==> src/rtl/cs_gpo_pkg.sv <==
package cs_gpo_pkg;
  localparam int ADDR_W = 2;
  localparam logic [ADDR_W-1:0] ADDR_CFG  = 2'd0;
  localparam logic [ADDR_W-1:0] ADDR_CMD  = 2'd1;
  localparam logic [ADDR_W-1:0] ADDR_STAT = 2'd2;
endpackage

==> src/rtl/cs_gpo_cfg_reg.sv <==
module cs_gpo_cfg_reg #(
  parameter int NUM_PINS = 8
) (
  input  logic                  clk,
  input  logic                  rst_n,
  input  logic                  we,
  input  logic [2*NUM_PINS-1:0] wdata,
  output logic [NUM_PINS-1:0]   csm_q,
  output logic [NUM_PINS-1:0]   inv_q
);
  always_ff @(posedge clk or negedge rst_n) begin
    if (!rst_n) begin
      csm_q <= '0;
      inv_q <= '0;
    end else if (we) begin
      csm_q <= wdata[2*NUM_PINS-1:NUM_PINS];
      inv_q <= wdata[NUM_PINS-1:0];
    end
  end
endmodule

==> src/rtl/cs_gpo_level_bank.sv <==
module cs_gpo_level_bank #(
  parameter int   NUM_PINS    = 8,
  parameter logic RESET_LEVEL = 1'b1
) (
  input  logic                clk,
  input  logic                rst_n,
  input  logic                we,
  input  logic [NUM_PINS-1:0] set_bits,
  input  logic [NUM_PINS-1:0] clr_bits,
  output logic [NUM_PINS-1:0] level_q
);
  for (genvar i = 0; i < NUM_PINS; i++) begin : g_bit
    always_ff @(posedge clk or negedge rst_n) begin
      if (!rst_n)
        level_q[i] <= RESET_LEVEL;
      else if (we && clr_bits[i])
        level_q[i] <= 1'b0;            // clear has priority
      else if (we && set_bits[i])
        level_q[i] <= 1'b1;
    end
  end
endmodule

==> src/rtl/cs_gpo_pin_drv.sv <==
module cs_gpo_pin_drv #(
  parameter int NUM_PINS = 8
) (
  input  logic [NUM_PINS-1:0] level,
  input  logic [NUM_PINS-1:0] inv,
  output logic [NUM_PINS-1:0] pin
);
  for (genvar i = 0; i < NUM_PINS; i++) begin : g_pin
    assign pin[i] = level[i] ^ inv[i];
  end
endmodule

==> src/rtl/cs_gpo_unit.sv <==
module cs_gpo_unit
  import cs_gpo_pkg::*;
#(
  parameter int   NUM_PINS    = 8,
  parameter logic RESET_LEVEL = 1'b1,
  localparam int  DATA_W      = 2 * NUM_PINS
) (
  input  logic              clk,
  input  logic              rst_n,
  input  logic              reg_wr,
  input  logic [ADDR_W-1:0] reg_addr,
  input  logic [DATA_W-1:0] reg_wdata,
  output logic [DATA_W-1:0] reg_rdata,
  output logic [NUM_PINS-1:0] pin_out
);
  logic                cfg_we, cmd_we;
  logic [NUM_PINS-1:0] csm_q, inv_q, level_q;

  assign cfg_we = reg_wr && (reg_addr == ADDR_CFG);
  assign cmd_we = reg_wr && (reg_addr == ADDR_CMD);

  cs_gpo_cfg_reg #(.NUM_PINS(NUM_PINS)) u_cfg (
    .clk(clk), .rst_n(rst_n), .we(cfg_we), .wdata(reg_wdata),
    .csm_q(csm_q), .inv_q(inv_q)
  );

  cs_gpo_level_bank #(.NUM_PINS(NUM_PINS), .RESET_LEVEL(RESET_LEVEL)) u_bank (
    .clk(clk), .rst_n(rst_n), .we(cmd_we),
    .set_bits(reg_wdata[DATA_W-1:NUM_PINS]),
    .clr_bits(reg_wdata[NUM_PINS-1:0]),
    .level_q(level_q)
  );

  cs_gpo_pin_drv #(.NUM_PINS(NUM_PINS)) u_drv (
    .level(level_q), .inv(inv_q), .pin(pin_out)
  );

  always_comb begin
    reg_rdata = '0;
    unique case (reg_addr)
      ADDR_CFG:  reg_rdata = {csm_q, inv_q};
      ADDR_STAT: reg_rdata = {{NUM_PINS{1'b0}}, level_q};
      default:   reg_rdata = '0;
    endcase
  end
endmodule

==> config.mk <==
export PLATFORM = sky130hd
export DESIGN_NAME = cs_gpo_unit
export DESIGN_NICKNAME = d
export VERILOG_FILES = /design/src/rtl/cs_gpo_pkg.sv /design/src/rtl/cs_gpo_cfg_reg.sv /design/src/rtl/cs_gpo_level_bank.sv /design/src/rtl/cs_gpo_pin_drv.sv /design/src/rtl/cs_gpo_unit.sv
export SDC_FILE = /design/constraint.sdc
export NUM_CORES = 1
export LEC_CHECK = 0
export ABC_CLOCK_PERIOD_IN_PS = 990
export BUFFER_PORTS_ARGS = -buffer_cell sky130_fd_sc_hd__buf_2
export CAP_MARGIN = 10
export CORE_UTILIZATION = 48
export CTS_BUF_LIST = sky130_fd_sc_hd__clkbuf_8 sky130_fd_sc_hd__clkbuf_16
export CTS_CLUSTER_SIZE = 14
export DETAILED_ROUTE_END_ITERATION = 12
export GPL_TIMING_DRIVEN = 1
export PLACE_DENSITY = 0.88
export SETUP_SLACK_MARGIN = 0.4
export SYNTH_ARGS = -nofsm -noshare
export SYNTH_HDL_FRONTEND = slang
export SYNTH_SLANG_ARGS = --single-unit
==> constraint.sdc <==
create_clock -name clk -period 0.99 [get_ports clk]
set_input_delay 0 -clock clk [delete_from_list [all_inputs] [get_ports clk]]
set_output_delay 0 -clock clk [all_outputs]
set_load 0.01 [all_outputs]
==> results of run 1 <==
==> stage by stage <==
| stage | setup WS, ns | total power, µW | instances |
|---|---|---|---|
| after detailed placement | -0.0424 | 2320 | 169 |
| after global placement | -0.00435 | 2270 | 169 |
| final | -0.205 | 3120 | 184 |
| after CTS | -0.190 | 3040 | 181 |
| after global routing | -0.252 | 3300 | 184 |
| after floorplan | -0.0795 | 1980 | 97 |
==> power by group through the flow <==
stage / Clock (µW) / Sequential [µW] / Combinational, µW
global placement: 0 / 1420 / 853
floorplan: 0 / 1390 / 588
global route: 625 / 1470 / 1200
finish: 560 / 1440 / 1120
CTS: 559 / 1420 / 1050
detailed placement: 0 / 1430 / 885
==> sequential cells by signal, summed over array words and instances, names as in the netlist <==
name            cells
u_cfg.csm_q         8
u_cfg.inv_q         8
u_bank.level_q      8
==> timing repair <==
action                                  CTS  global route
resized for setup                        15             9
setup buffers                             7             3
hold endpoints to repair                 31            35
endpoints found under the setup margin   48            48
pin swaps                                 4             3
cloned                                    1             0
==> per-layer routing <==
| layer | track usage [%] | vias to the layer above | wire, µm |
|---|---|---|---|
| li1 | - | 454 | - |
| met1 | 35.8 | 510 | 1370 |
| met2 | 42.8 | 36 | 1640 |
| met3 | 2.59 | 4 | 137 |
| met4 | 6.58 | 0 | 46 |
| met5 | 0 | - | 0 |
==> cells in the final DEF, fill, tap and decap left out, types with 3 or more instances in the layout <==
cell type	synthesis	layout
and4b_2	8	8
and2_1	8	7
xor2_2	0	8
mux2_4	0	16
clkbuf_8	0	3
mux2i_1	8	8
dfrtp_1	16	14
nor2_1	9	8
buf_2	4	43
dfstp_2	8	8
buf_4	0	8
a2bb2oi_2	0	8
buf_6	0	6
==> final cells by class <==
| cell class | instances | area [µm²] |
|---|---|---|
| Fill cell | 161 | 602 |
| Clock buffer | 3 | 41.3 |
| Sequential cell | 24 | 613 |
| Tap cell | 30 | 37.5 |
| Multi-Input combinational cell | 67 | 783 |
| Timing Repair Buffer | 60 | 400 |
==> final timing paths <==
| path | startpoint | to | slack (ns) |
|---|---|---|---|
| max reg2reg | u_cfg.csm_q[0]$_DFFE_PN0P_ | u_cfg.csm_q[0]$_DFFE_PN0P_ | 0.06 |
| max | u_bank.level_q[6]$_DFFE_PN1P_ | reg_rdata[6] | -0.21 |
| min reg2reg | u_bank.level_q[4]$_DFFE_PN1P_ | u_bank.level_q[4]$_DFFE_PN1P_ | 0.51 |
| min | rst_n | u_cfg.csm_q[2]$_DFFE_PN0P_ | -0.29 |
| max in group asynchronous | rst_n | u_cfg.inv_q[6]$_DFFE_PN0P_ | 0.91 |
| min in group clk | reg_wdata[6] | u_bank.level_q[6]$_DFFE_PN1P_ | -0.13 |
==> kinds of logic (layout without fill, tap and decap cells) <==
| logic type | after synthesis | count (layout) | synth area share (%) |
|---|---|---|---|
| muxes | 24 | 24 | 20.8 |
| buffers and inverters | 6 | 63 | 3.10 |
| AOI/OAI and AO/OA | 8 | 8 | 5.59 |
| and+or+nand+nor | 27 | 27 | 16.2 |
| xor gates and xnor gates | 8 | 8 | 5.59 |
| DFF | 24 | 24 | 48.8 |
==> results by group, run 1 <==
Die
  • Core ar.: 2480 µm²
  • Initial core utilization: 50.6%
  • Row count: 18
  • Die width: 53.1 µm
  • Total die area: 2820 µm²
  • # IOs: 45
  • Die height: 53.1 µm

STA
  • Slew headroom: 65.2%
  • Final setup TNS: -2.15 ns
  • Clk_skew: 0 ns
  • Least-Margin Pin Slew: 0.522 ns
  • Number of setup violations in the final report: 16
  • RSZ-0062 raised after global routing: true
  • Setup ws final: -0.205 ns
  • Hold Fails Final Rpt: 31
  • Slew Limit Fails: 0
  • Final hold slack: -0.294 ns
  • Max Clock Freq: 837 MHz
  • Min cycle time layout: 1.20 ns
  • Period utilisation layout: 121%

Power
  • NetSw: 945 µW
  • Pint: 2180 µW
  • Maximum VDD drop: 0.00117 V
  • Clk pwr share: 17.9%
  • Power share of the combinational group: 35.9%
  • Switching share of power: 30.3%
  • Seq pwr share: 46.2%
  • Power Density: 1670 nW/µm²
  • LEAKAGE: 0.000923 µW

Clock network
  • Clock latency on the worst-skew pair: 0.26 ns
  • Worst-path clk slew: 0.08 ns
  • CTS sink cnt: 24
  • CTS Buf Count: 3
  • CTS H-tree lvls: 1
  • CTS tree: built
  • Clk buf depth: 2
  • Hold_buf cts: 1
  • Clock root buffer: clkbuf_8

Yosys
  • Netlist cell types: 14
  • Number of flops mapped to enable cells by yosys: 0
  • Top cell type's share of synthesized area: 32.0%
  • Ranking of synthesized cells by area: dfrtp_1 (32%), dfstp_2 (17%), mux2_2 (14%)
  • FF+latch count, synth: 24
  • Syn_area_per_cell: 12.9 µm²
  • Top_reg_cell synth: dfrtp_1
  • Commonest cells post-synth: dfrtp_1 (16), mux2_2 (16), nor2_1 (9)
  • Post-Syn Instances: 97
  • Yosys warning count: 0
  • Yosys top cell by area: dfrtp_1
  • Async SR Flop Fraction: 100%
  • Post-Synthesis Net Count: 118
  • Post-Syn Area: 1250 µm²
  • Register area share after synthesis: 48.8%

Global routing
  • Antenna violations before repair: 0
  • Largest net degree at the start of global routing: 25
  • Gr ovfl total: 0
  • GRT Total Usage: 25.8%
  • Number of global-route vias before repair: 963
  • First-pass GRT wire length: 5060 µm

Final layout
  • Final design utilization: 75.7%
  • Share of cells above drive strength 1: 75.3%
  • ANT cells: 0
  • Synthesis-to-layout area growth: 49.8%
  • Post-layout net count: 177
  • Design area: 1880 µm²

Route
  • DR WL/cell: 17.4 µm
  • Via density: 5.46
  • DRT iter0 DRCs: 14
  • Vias post-DR: 1004
  • # DRC: 0
  • Routed Antenna Nets: 0
  • Routed WL: 3200 µm
  • Drt pass-1 iters: 4

Setup path
  • Worst Setup Start Kind: register
  • CP max stage delay: 0.59 ns
  • Worst-path cell chain: mux2i_1, nor2_1, buf_2
  • CP max-delay cell: dfstp_2
  • Largest fanout on the critical path: 3
  • CP Class: register to output pin
  • Worst r2r path cells: 2
  • Instance count on the critical path: 3
  • Top delay family on crit path: flip-flops
  • Worst path arrival time: 1.20 ns
  • Buf/Inv on CP: 1
  • WP data required: 0.99 ns
  • Critical Path End Type: output pin

Place
  • GPL Wtd Cong: 0.717
  • Placed Instance Area: 1620 µm²
  • IO Port Bufs: 44
  • DP HPWL: 1910 µm

Outcome
  • Outcome: finished with violations
  • Failing checks: negative hold slack, negative setup slack

Job
  • Max-Cap Viols: 0

Min path
  • Min-Delay Path Class: input pin to asynchronous set/reset pin
Note: power is estimated with default switching activity, not from simulation.
==> inputs of run 2 (changes only) <==
- ABC_AREA: unset -> 1
- CAP_MARGIN: 10 -> unset
- CORE_UTILIZATION: 48 -> 49
==> results by group, run 2 <==
Place
  • Worst slack, placed: 0.0718 ns (+0.114 ns)
  • DP HPWL: 2010 µm (+5.1%)
  • Placed Instance Area: 1560 µm² (-3.5%)
  • GPL Wtd Cong: 0.749 (+4.5%)
  • IO Port Bufs: 44 (unchanged)
  • Cells after DPL: 230 (+36%)

STA
  • RSZ-0062 raised after global routing: true
  • Clk_skew: 0 ns (unchanged)
  • Setup ws final: -0.176 ns (+0.0290 ns)
  • Min cycle time layout: 1.17 ns (-0.0290 ns)
  • Final hold slack: -0.304 ns (-0.00977 ns)
  • Number of setup violations in the final report: 17 (+1)
  • Least-Margin Pin Slew: 0.526 ns (+0.00363 ns)
  • Slew Limit Fails: 0 (unchanged)
  • Hold Fails Final Rpt: 30 (-3.2%)
  • Period utilisation layout: 118% (-2.9 points)
  • Slew headroom: 64.9% (-0.24 points)
  • Max Clock Freq: 858 MHz (+2.5%)

Yosys
  • Commonest cells post-synth: nand2_1 (32), inv_1 (25), dfrtp_1 (16), nor2_1 (16), o21ai_2 (14)
  • Compound-gate portion of the synthesized area: 13.2% (+7.6 points)
  • Area share of xor/xnor cells in the synthesized design: 5.36% (-0.24 points)
  • Register area share after synthesis: 46.7% (-2.1 points)
  • Async SR Flop Fraction: 100% (unchanged)
  • Post-Synthesis Net Count: 178 (+51%)
  • Main combinational cell family by area after synthesis: simple AND/OR/NAND/NOR gates
  • Post-synthesis mux area share: 0% (-21 points)
  • Netlist cell types: 18 (+4)
  • Post-Syn Instances: 157 (+62%)
  • Count leader, synth: nand2_1
  • Post-Syn Area: 1310 µm² (+4.4%)
  • Yosys top cell by area: dfrtp_1
  • Top_reg_cell synth: dfrtp_1
  • Synth Area in Simple Gates: 23.3% (+7.1 points)
  • Syn_area_per_cell: 8.33 µm² (-36%)
  • Yosys warning count: 0 (unchanged)
  • Number of flops mapped to enable cells by yosys: 0 (unchanged)
  • Ranking of synthesized cells by area: dfrtp_1 (31%), dfstp_2 (16%), o21ai_2 (9.4%)
  • Top cell type's share of synthesized area: 30.6% (-1.3 points)
  • FF+latch count, synth: 24 (unchanged)
  • Post-Synth Adder-Cell Area: 0% (unchanged)

Final layout
  • Commonest non-fill, non-tap cell in the layout: buf_2
  • Post-layout net count: 247 (+40%)
  • Largest registers: u_bank.level_q x8, u_cfg.csm_q x8, u_cfg.inv_q x8
  • Most frequent cells in the layout: buf_2 (44), nand2_1 (21), buf_6 (20)
  • Design area: 1900 µm² (+1.5%)
  • Share of cells above drive strength 1: 56.0% (-19 points)
  • Layout Cells excl Fill: 255 (+39%)
  • Synthesis-to-layout area growth: 45.6%
  • ANT cells: 0 (unchanged)

Setup path
  • CP max stage delay: 0.56 ns (-0.03 ns)
  • Reg2Reg Launch Point: u_bank.level_q[1]$_DFFE_PN1P_
  • Largest fanout on the critical path: 2 (-1)
  • R2R Path End: u_bank.level_q[1]$_DFFE_PN1P_
  • Worst r2r path cells: 4 (+2)
  • WP data required: 0.99 ns (about the same)
  • Worst Setup Start Kind: register
  • CP max-delay cell: dfstp_2
  • R2r setup slk: -0.02 ns (-0.08 ns)
  • Worst-path cell chain: xor2_1, buf_2
  • CP Class: register to output pin
  • Worst path arrival time: 1.17 ns (-0.03 ns)
  • Critical Path End Type: output pin

Outcome
  • Outcome: finished with violations
  • Failing checks: negative hold slack, negative setup slack

Clock network
  • Clock latency on the worst-skew pair: 0.27 ns (about the same)
  • CTS H-tree lvls: 1 (unchanged)
  • CTS Buf Count: 3 (unchanged)
  • Clock root buffer: clkbuf_8
  • CTS tree: built
  • CTS sink cnt: 24 (unchanged)
  • Clk buf depth: 2 (unchanged)
  • Worst-path clk slew: 0.08 ns (about the same)

Die
  • Die height: 53.7 µm (+1.1%)
  • # IOs: 45 (unchanged)
  • Initial core utilization: 52.3% (+1.7 points)
  • Total die area: 2880 µm² (+2.2%)
  • Row count: 18 (unchanged)
  • Die width: 53.7 µm (+1.1%)
  • Core ar.: 2500 µm² (+0.91%)

Global routing
  • Antenna violations before repair: 0 (unchanged)
  • GRT Total Usage: 24.4% (-1.4 points)
  • Largest net degree at the start of global routing: 25 (unchanged)
  • Number of global-route vias before repair: 1084 (+13%)
  • First-pass GRT wire length: 4930 µm (-2.5%)
  • Gr ovfl total: 0 (unchanged)

Power
  • Tot Pwr: 3190 µW (+2.2%)
  • LEAKAGE: 0.00102 µW (+11%)
  • Power Density: 1680 nW/µm² (+0.70%)
  • Maximum VDD drop: 0.00124 V (+5.6%)

Route
  • DR WL/cell: 13.5 µm (-23%)
  • DRT iter0 DRCs: 23 (+9)
  • Routed Antenna Nets: 0 (unchanged)
  • # DRC: 0 (unchanged)
  • Drt pass-1 iters: 4 (unchanged)
  • Vias post-DR: 1265 (+26%)
  • Via density: 4.96 (-9.1%)
  • Routed WL: 3430 µm (+7.3%)

Min path
  • Min-Delay Path Class: input pin to asynchronous set/reset pin

Job
  • Max-Cap Viols: 0 (unchanged)
-- run 2: where the power goes --
part           internal, µW  switching (µW)
Clock                   356             316
Sequential             1200             147
Combinational           617             559
Total                  2170            1020
-- run 2: area by class of cell --
class | instances | area (µm²)
fillers | 194 | 597
multi-input cells | 100 | 604
flip-flops and latches | 24 | 611
inverters | 26 | 97.6
well taps | 30 | 37.5
clock buffers | 4 | 55.1
repair buffers | 71 | 498
-- run 2: critical path, delay by kind of cell (launching register included) --
family,cells,cell delay (ns)
DFF,1,0.56
buffers and inverters,1,0.16
xor gates and xnor gates,1,0.18
-- run 2: through the flow --
| step | TNS, ns | hold slack, ns | utilization [%] |
|---|---|---|---|
| after floorplan | 0 | -0.296 | - |
| after global placement | 0 | -0.00839 | 62.5 |
| after detailed placement | 0 | 0.00508 | 62.5 |
| after CTS | -2.00 | -0.291 | 69.7 |
| after global routing | -2.71 | -0.270 | 76.1 |
| final | -2.04 | -0.304 | 76.1 |
-- run 2: worst max-delay path by stage --
stage	startpoint	endpoint	depth (start not counted)
floorplan	u_bank.level_q[0]$_DFFE_PN1P_	u_bank.level_q[0]$_DFFE_PN1P_	2
global placement	reg_addr[0]	reg_rdata[1]	4
detailed placement	reg_addr[0]	reg_rdata[4]	4
CTS	u_bank.level_q[7]$_DFFE_PN1P_	pin_out[7]	2
global route	u_bank.level_q[7]$_DFFE_PN1P_	pin_out[7]	2
finish	u_bank.level_q[7]$_DFFE_PN1P_	pin_out[7]	2
-- run 2: kinds of logic (layout without fill, tap and decap cells) --
family,Yosys count,after routing
AO/OA/AOI/OAI,24,24
XOR/XNOR,8,8
buffers and inverters,33,101
flip-flops,24,24
AND/OR/NAND/NOR,68,68
-- run 2: timing repair --
action / in CTS / in global routing
buffers inserted: 12 / 9
pin swaps: 13 / 17
gates resized for setup: 16 / 28
endpoints found under the hold margin: 35 / 18
setup endpoints to repair: 48 / 48
-- run 2: metal layers --
| layer | global-route usage (%) | up-vias | wire length, µm |
|---|---|---|---|
| met2 | 39.4 | 49 | 1720 |
| met4 | 12.7 | 0 | 57 |
| met1 | 31.8 | 575 | 1480 |
| met5 | 0 | - | 0 |
| met3 | 3.39 | 7 | 168 |
| li1 | - | 634 | - |
==> inputs of run 3 (changes only) <==
- CORE_UTILIZATION: 49 -> 51
- PLACE_DENSITY: 0.88 -> 0.9
- SYNTH_HIERARCHICAL: unset -> 1
==> results by group, run 3 <==
Outcome
  • Outcome: finished with violations
  • Failing checks: negative hold slack, negative setup slack

Clock network
  • CTS H-tree lvls: 1 (unchanged)
  • Clock root buffer: clkbuf_8
  • Clk buf depth: 2 (unchanged)
  • CTS sink cnt: 24 (unchanged)
  • Worst-path clk slew: 0.09 ns (about the same)
  • Clock latency on the worst-skew pair: 0.26 ns (about the same)
  • CTS tree: built
  • CTS Buf Count: 3 (unchanged)

Yosys
  • Commonest cells post-synth: nand2_1 (114), inv_1 (41), dfrtp_1 (16)
  • FF+latch count, synth: 24 (unchanged)
  • Post-Synthesis Net Count: 235 (+32%)
  • Yosys warning count: 6 (+6)
  • Ranking of synthesized cells by area: nand2_1 (29%), dfrtp_1 (27%), dfstp_2 (14%)
  • Top_reg_cell synth: dfrtp_1
  • Register area share after synthesis: 41.7% (-5.0 points)
  • Post-Syn Instances: 214 (+36%)
  • Count leader, synth: nand2_1
  • Top cell type's share of synthesized area: 29.3% (-1.4 points)
  • Number of flops mapped to enable cells by yosys: 0 (unchanged)
  • Async SR Flop Fraction: 100% (unchanged)
  • Netlist cell types: 15 (-3)
  • Yosys top cell by area: nand2_1
  • Syn_area_per_cell: 6.83 µm² (-18%)
  • Post-Syn Area: 1460 µm² (+12%)

STA
  • Period utilisation layout: 112% (-6.2 points)
  • Slew headroom: 65.1% (+0.11 points)
  • Setup ws final: -0.115 ns (+0.0617 ns)
  • Final hold slack: -0.302 ns (+0.00194 ns)
  • Clk_skew: 0 ns (unchanged)
  • Min cycle time layout: 1.10 ns (-0.0617 ns)
  • Max Clock Freq: 905 MHz (+5.6%)
  • Hold Fails Final Rpt: 38 (+27%)
  • RSZ-0062 raised after global routing: true
  • Number of setup violations in the final report: 16 (-1)
  • Slew Limit Fails: 0 (unchanged)
  • Least-Margin Pin Slew: 0.524 ns (-0.00163 ns)

Power
  • LEAKAGE: 0.00120 µW (+17%)
  • Tot Pwr: 3140 µW (-1.7%)
  • Power Density: 1560 nW/µm² (-7.1%)
  • Maximum VDD drop: 0.00104 V (-16%)

Global routing
  • GRT Total Usage: 23.7% (-0.73 points)
  • Antenna violations before repair: 0 (unchanged)
  • Gr ovfl total: 0 (unchanged)
  • Largest net degree at the start of global routing: 25 (unchanged)
  • Number of global-route vias before repair: 1286 (+19%)
  • First-pass GRT wire length: 5700 µm (+16%)

Final layout
  • Share of cells above drive strength 1: 47.1% (-8.9 points)
  • Commonest non-fill, non-tap cell in the layout: nand2_1
  • Synthesis-to-layout area growth: 37.6%
  • Design area: 2010 µm² (+5.7%)
  • Final design utilization: 73.6% (-2.5 points)
  • Post-layout net count: 296 (+20%)
  • Area occupied by multi-input gates: 667 µm² (+10%)
  • Seq. cell area: 611 µm² (unchanged)
  • Largest registers: u_bank/level_q x8, u_cfg/csm_q x8, u_cfg/inv_q x8
  • Number of fill cells: 211 (+8.8%)
  • Most frequent cells in the layout: nand2_1 (92), inv_1 (31), nand2_2 (29), buf_2 (29), buf_6 (22)
  • ANT cells: 0 (unchanged)

Setup path
  • Crit path from: u_bank/level_q[0]$_DFFE_PN1P_
  • Reg2Reg Launch Point: u_bank/level_q[5]$_DFFE_PN1P_
  • Worst-path cell chain: nand3_1, nand2_2, buf_2
  • CP max stage delay: 0.56 ns (about the same)
  • Critical Path End Type: output pin
  • R2r setup slk: 0.02 ns (+0.04 ns)
  • Buf/Inv on CP: 1 (unchanged)
  • CP Class: register to output pin
  • Worst Setup Start Kind: register
  • WP data required: 0.99 ns (about the same)
  • Worst r2r path cells: 6 (+2)
  • Largest fanout on the critical path: 4 (+2)
  • Worst path arrival time: 1.10 ns (-0.07 ns)
  • Top delay family on crit path: flip-flops
  • R2R Path End: u_bank/level_q[5]$_DFFE_PN1P_
  • CP max-delay cell: dfstp_2

Die
  • Die width: 55.6 µm (+3.5%)
  • Total die area: 3090 µm² (+7.2%)
  • Die height: 55.6 µm (+3.5%)
  • Core ar.: 2730 µm² (+9.4%)
  • Row count: 19 (+1)
  • # IOs: 45 (unchanged)
  • Initial core utilization: 53.5% (+1.2 points)

Route
  • DR WL/cell: 11.2 µm (-16%)
  • Drt pass-1 iters: 4 (unchanged)
  • # DRC: 0 (unchanged)
  • Via density: 4.70 (-5.2%)
  • Vias post-DR: 1434 (+13%)
  • Routed WL: 3430 µm (about the same)
  • DRT iter0 DRCs: 40 (+74%)
  • Routed Antenna Nets: 0 (unchanged)

Min path
  • Min-Delay Path Class: input pin to asynchronous set/reset pin

Place
  • GPL Wtd Cong: 0.842 (+13%)
  • Placed Instance Area: 1730 µm² (+11%)
  • IO Port Bufs: 44 (unchanged)
  • DP HPWL: 2410 µm (+20%)

Job
  • Max-Cap Viols: 0 (unchanged)
[run 3: changes by cell type after synthesis, moves of 3 or more]
| cell | change |
|---|---|
| inv_1 | +16 |
| xor2_1 | -8 |
| nand2_1 | +82 |
| nor2_1 | -15 |
| o21ai_2 | -14 |
| nand4_1 | -8 |
| nand2_2 | +7 |
| buf_2 | -3 |
| nor2_2 | +8 |
| a21oi_1 | -8 |
[run 3: final cells by class]
| type | instances | share of cell area [%] |
|---|---|---|
| tap | 31 | 1.93 |
| inverter | 44 | 8.71 |
| sequential | 24 | 30.3 |
| clock buffer | 3 | 2.05 |
| clock inverter | 1 | 0.187 |
| multi-input combinational | 140 | 33.1 |
| timing repair buffer | 62 | 23.6 |
[run 3: timing repair]
item,4_1_cts,5_1_grt
resized for setup,25,17
pin swaps,22,6
buffers inserted,6,5
hold endpoints to repair,38,37
setup endpoints to repair,48,48
[run 3: kinds of logic (layout without fill, tap and decap cells)]
logic type             after synthesis  in the layout  synth area share [%]
buffers and inverters               50            110                  17.5
flip-flops                          24             24                  41.7
AND/OR/NAND/NOR                    140            140                  40.8
[run 3: metal layers]
| layer | wire length (µm) | track usage (%) | part of all wire (%) |
|---|---|---|---|
| met3 | 94 | 2.11 | 2.7 |
| met5 | 0 | 0 | 0 |
| met2 | 1710 | 42.9 | 50 |
| met1 | 1550 | 28.0 | 45 |
| met4 | 78 | 11.4 | 2.3 |
[run 3: report_power, final]
part	switching [µW]	total, µW	internal (µW)
Sequential	170	1370	1200
Combinational	574	1180	603
Clock	313	591	277
Total	1060	3140	2080
[run 3: worst max-delay path by stage]
stage / cells after the start / end / slack [ns]
global placement: 7 / u_cfg/csm_q[1]$_DFFE_PN0P_ / 0.10
floorplan: 9 / u_cfg/inv_q[4]$_DFFE_PN0P_ / 0.08
finish: 3 / reg_rdata[0] / -0.11
CTS: 4 / pin_out[7] / -0.11
detailed placement: 8 / u_bank/level_q[1]$_DFFE_PN1P_ / 0.07
global route: 3 / reg_rdata[3] / -0.16
[run 3: worst register-to-register path: stages, from the launching register on]
cell	delay [ns]
dfstp_2	0.56
buf_4	0.11
buf_6	0.08
inv_1	0.03
nand2_1	0.05
nand2_1	0.05
inv_1	0.04
[run 3: per-stage QoR]
step           setup WS [ns]  TNS, ns  std cells
2_1_floorplan         0.0785        0        214
3_5_place_dp          0.0709        0        290
5_1_grt               -0.156    -2.35        305
6_report              -0.115    -1.55        305
4_1_cts               -0.107    -1.60        300
3_3_place_gp           0.103        0        290
